==> config.mk <==
export PLATFORM = sky130hd
export DESIGN_NAME = vpage_translator
export DESIGN_NICKNAME = d
export VERILOG_FILES = /design/src/rtl/vpage_translator.sv
export SDC_FILE = /design/constraint.sdc
export NUM_CORES = 1
export LEC_CHECK = 0
export ABC_AREA = 1
export BUFFER_PORTS_ARGS = -buffer_cell sky130_fd_sc_hd__clkbuf_2
export CAP_MARGIN = 20
export CORE_ASPECT_RATIO = 0.6
export CORE_MARGIN = 10
export CORE_UTILIZATION = 52
export DETAILED_ROUTE_END_ITERATION = 7
export PLACE_DENSITY = 0.76
export SYNTH_ARGS = -nofsm -noshare
export SYNTH_HDL_FRONTEND = slang
export SYNTH_SLANG_ARGS = --single-unit
export TNS_END_PERCENT = 1
==> constraint.sdc <==
create_clock -name clk -period 1.8 [get_ports clk]
set_clock_uncertainty 0.05 [all_clocks]
set_input_delay 0.45 -clock clk [delete_from_list [all_inputs] [get_ports clk]]
set_output_delay 0.45 -clock clk [all_outputs]
set_load 0.005 [all_outputs]
==> src/rtl/vpage_translator.sv <==
module vpage_translator #(
  parameter int PAGE_BITS   = 4,
  parameter int OFFSET_BITS = 12
) (
  input  logic                             clk,
  input  logic                             rst_n,
  input  logic                             map_we,
  input  logic [PAGE_BITS-1:0]             map_page,
  input  logic [PAGE_BITS-1:0]             map_frame,
  input  logic                             map_valid,
  input  logic                             xl_req,
  input  logic [PAGE_BITS+OFFSET_BITS-1:0] xl_vaddr,
  output logic                             xl_rsp_valid,
  output logic                             xl_rsp_fault,
  output logic [PAGE_BITS+OFFSET_BITS-1:0] xl_rsp_paddr,
  input  logic                             ref_clear,
  output logic [(1<<PAGE_BITS)-1:0]        ref_bits
);
  localparam int ENTRIES = 1 << PAGE_BITS;
  localparam int ADDR_W  = PAGE_BITS + OFFSET_BITS;

  logic [PAGE_BITS-1:0] frame_q [ENTRIES];
  logic [ENTRIES-1:0]   vld_q;
  logic [ENTRIES-1:0]   ref_q;

  wire [PAGE_BITS-1:0]   vpn = xl_vaddr[ADDR_W-1:OFFSET_BITS];
  wire [OFFSET_BITS-1:0] off = xl_vaddr[OFFSET_BITS-1:0];
  wire                   hit = xl_req & vld_q[vpn];

  for (genvar i = 0; i < ENTRIES; i++) begin : g_entry
    wire wr_here  = map_we && (map_page == PAGE_BITS'(i));
    wire hit_here = hit && (vpn == PAGE_BITS'(i));

    always_ff @(posedge clk) begin
      if (!rst_n) begin
        vld_q[i]   <= 1'b0;
        frame_q[i] <= '0;
      end else if (wr_here) begin
        vld_q[i]   <= map_valid;
        frame_q[i] <= map_frame;
      end
    end

    always_ff @(posedge clk) begin
      if (!rst_n)          ref_q[i] <= 1'b0;
      else if (wr_here)    ref_q[i] <= 1'b0;
      else if (hit_here)   ref_q[i] <= 1'b1;
      else if (ref_clear)  ref_q[i] <= 1'b0;
    end
  end

  always_ff @(posedge clk) begin
    if (!rst_n) begin
      xl_rsp_valid <= 1'b0;
      xl_rsp_fault <= 1'b0;
      xl_rsp_paddr <= '0;
    end else begin
      xl_rsp_valid <= xl_req;
      xl_rsp_fault <= xl_req & ~vld_q[vpn];
      xl_rsp_paddr <= hit ? {frame_q[vpn], off} : '0;
    end
  end

  assign ref_bits = ref_q;
endmodule

==> run metrics <==
first-pass GRT wire length 22100 um; crit-path cells clkbuf_2 -> nor3_2 -> inv_1 -> o21ai_0 -> buf_4; Pwr Total a little under 7 mW; min Tclk post-route 1.50 ns; RSZ-0062 raised after global routing false; register area share after synthesis slightly below 60%; Slew HR approximately 60%; initial antenna violation count 0; n_diodes 0; GR Overflow Total 0; final period utilization slightly above 80%; Routability Congestion 1.06; # hold bufs at CTS 0; hold slack final approximately 0.18 ns; initial core utilization 53.5%; Critical Path AT between 1.5 and 2 ns; worst-path fanout max 5; Worst Path Buf+Inv 3; Die ar. between 10000 and 15000 sq um; syn nets 544; Power Density 1100 nW/um^2; via count ~4200; setup tns final 0 ns; maximum clock rate ~0.67 GHz; CTS resizes 0; status finished, final reports clean; Final Hold Viols 0; Final WS setup 0.305 ns; htree depth 4; Initial DRC Count about 430; die height around 95 um; top cells by area, synth edfxtp_1 39%, dfxtp_1 20%, nor2_1 7.2%; post-synth top area share roughly two fifths; Ys Warns 0; HPWL after DPL roughly 11000 um; post-synthesis xor/xnor area fraction 0%; num rows 27; Worst-Skew Late Latency around 0.42 ns; First-pass DRT Iterations 5; CTS tree done; IO Port Bufs 63; synthesized instance count 514; Max-cap violations 0; Sink Count around 110; vias per cell between 5 and 6; floorplan core area between 9000 and 10000 sq um; FF+latch count, synth about 110; CTS Buf Count 17; Worst Tran Pin Value 0.600 ns; Post-Synth Adder-Cell Area 0%; largest family of logic cells by synthesized area simple AND/OR/NAND/NOR gates; synthesized area slightly below 5000 sq um; share of layout cells above drive strength 1 about 28%; IO Pins 64; WP data required around 1.9 ns; Netlist cell types 26; Post-Synth Simple-Gate Area around 22%; Layout Cells excl Fill 760; peak supply drop approximately 0.74 mV; HP Class in -> reg; Pleak between 2 and 3 nW; final setup fails 0; GRT Resource Usage Total about a fifth; mux cell area share after synthesis 0%; post-synth top area cell edfxtp_1; CP top delay family buffers and inverters; CP startpoint kind primary input; postcts setup bufs 0; crit path kind in -> reg; syn avg cell area around 9.6 sq um; Max clock buf depth 2; Die Wd 145 um; max-slew violations 0; worst slack at placement -0.0609 ns; clock root buffer clkbuf_16; Final ANT Viol Nets 0; final routed wire length divided by cell count around 19 um; Worst-path clk slew approximately 0.05 ns; Layout area overhead 26.3%; DRC 0; Compound-Gate Fraction of Synth Area 11.3%; placed insts ~730; Critical Path Slowest Stage Cell o21ai_0; CP endpoint kind flop; CP peak stage delay about 0.40 ns; DRT Wirelength 14400 um; # nets final about 650; largest net degree at the start of global routing 34; vias in the first global route around 4100
cell type report:
cell class              instances  area (sq um)
multi-input cells             322          1640
clock buffers                  20           437
clock inverters                12           164
fillers                       734          2990
well taps                     130           163
flip-flops and latches        114          2920
repair buffers                104           661
inverters                      58           218
Yosys cell counts:
master and instances:
a21oi_1 11, a21oi_2 9, a22oi_1 32, buf_1 1, buf_12 1, buf_4 5, buf_6 3, clkbuf_1 10
dfxtp_1 50, edfxtp_1 64, inv_1 50, inv_2 8, nand2_1 87, nand2_2 1, nand2_4 1, nand2_8 1
nand3_1 19, nand3_2 9, nand4_1 8, nor2_1 94, nor2_2 13, nor2_4 1, nor3_2 4, o21ai_0 2
o21ai_1 14, o22ai_1 16
sequential cells by signal (all words and copies together) (netlist names):
name	cells
xl_rsp_fault	1
xl_rsp_valid	1
xl_rsp_paddr	16
frame_q	64
ref_bits	16
vld_q	16
layout by cell type, fill, tap and decap left out:
cell       instances
a21oi_1           11
a21oi_2            9
a22oi_1           32
buf_12             3
buf_4             38
bufinv_16          4
clkbuf_1           3
clkbuf_16         17
clkbuf_2          63
clkinv_1           3
clkinv_2           3
clkinv_4           2
dfxtp_1           50
edfxtp_1          64
inv_1             50
inv_2              8
nand2_1           87
nand2_2            1
nand2_4            1
nand2_8            1
nand3_1           19
nand3_2            9
nand4_1            8
nor2_1            94
nor2_2            13
nor2_4             1
nor3_2             4
o21ai_0            2
o21ai_1           14
o22ai_1           16
metal layers:
layer / GRT usage (%) / wire (um) / up-vias
met5: 0 / 0 / -
met4: 7.96 / 248 / 0
met3: 10.1 / 2040 / 31
met2: 31.8 / 6240 / 266
met1: 25.5 / 5890 / 1943
li1: - / - / 1934
worst register-to-register path, delay by kind of cell (launching register included):
| family | cells | cell delay, ns |
|---|---|---|
| AOI/OAI and AO/OA | 1 | 0.13 |
| buffers and inverters | 2 | 0.20 |
| DFF | 1 | 0.40 |
| and+or+nand+nor | 8 | 0.52 |
power breakdown:
part	internal (mW)	switching, mW	leakage [nW]
Sequential	2.85	0.0345	1.02
Combinational	0.162	0.323	1.27
Clock	2.29	1.16	0.294
per-stage QoR:
| step | utilization (%) | cell area [sq um] |
|---|---|---|
| after floorplan | - | 4910 |
| after global placement | 61.0 | 5600 |
| after detailed placement | 61.0 | 5600 |
| after CTS | 67.5 | 6200 |
| after global routing | 67.5 | 6200 |
| final | 67.5 | 6200 |
path summary, 6_finish.rpt:
path / start / endpoint / slack, ns / depth (start not counted)
hold / removal: xl_vaddr[0] / xl_rsp_paddr[0] / 0.18 / 3
setup reg to reg: vld_q[0] / ref_bits[0] / 0.42 / 11
setup / recovery: map_page[0] / frame_q[0][0] / 0.30 / 5
hold reg to reg: vld_q[1] / vld_q[1] / 0.42 / 2
logic make-up after synthesis:
| logic type | after synthesis |
|---|---|
| AOI/OAI and AO/OA | 84 |
| buffers and inverters | 78 |
| DFF | 114 |
| and+or+nand+nor | 238 |
(Power assumes the default switching activity.)
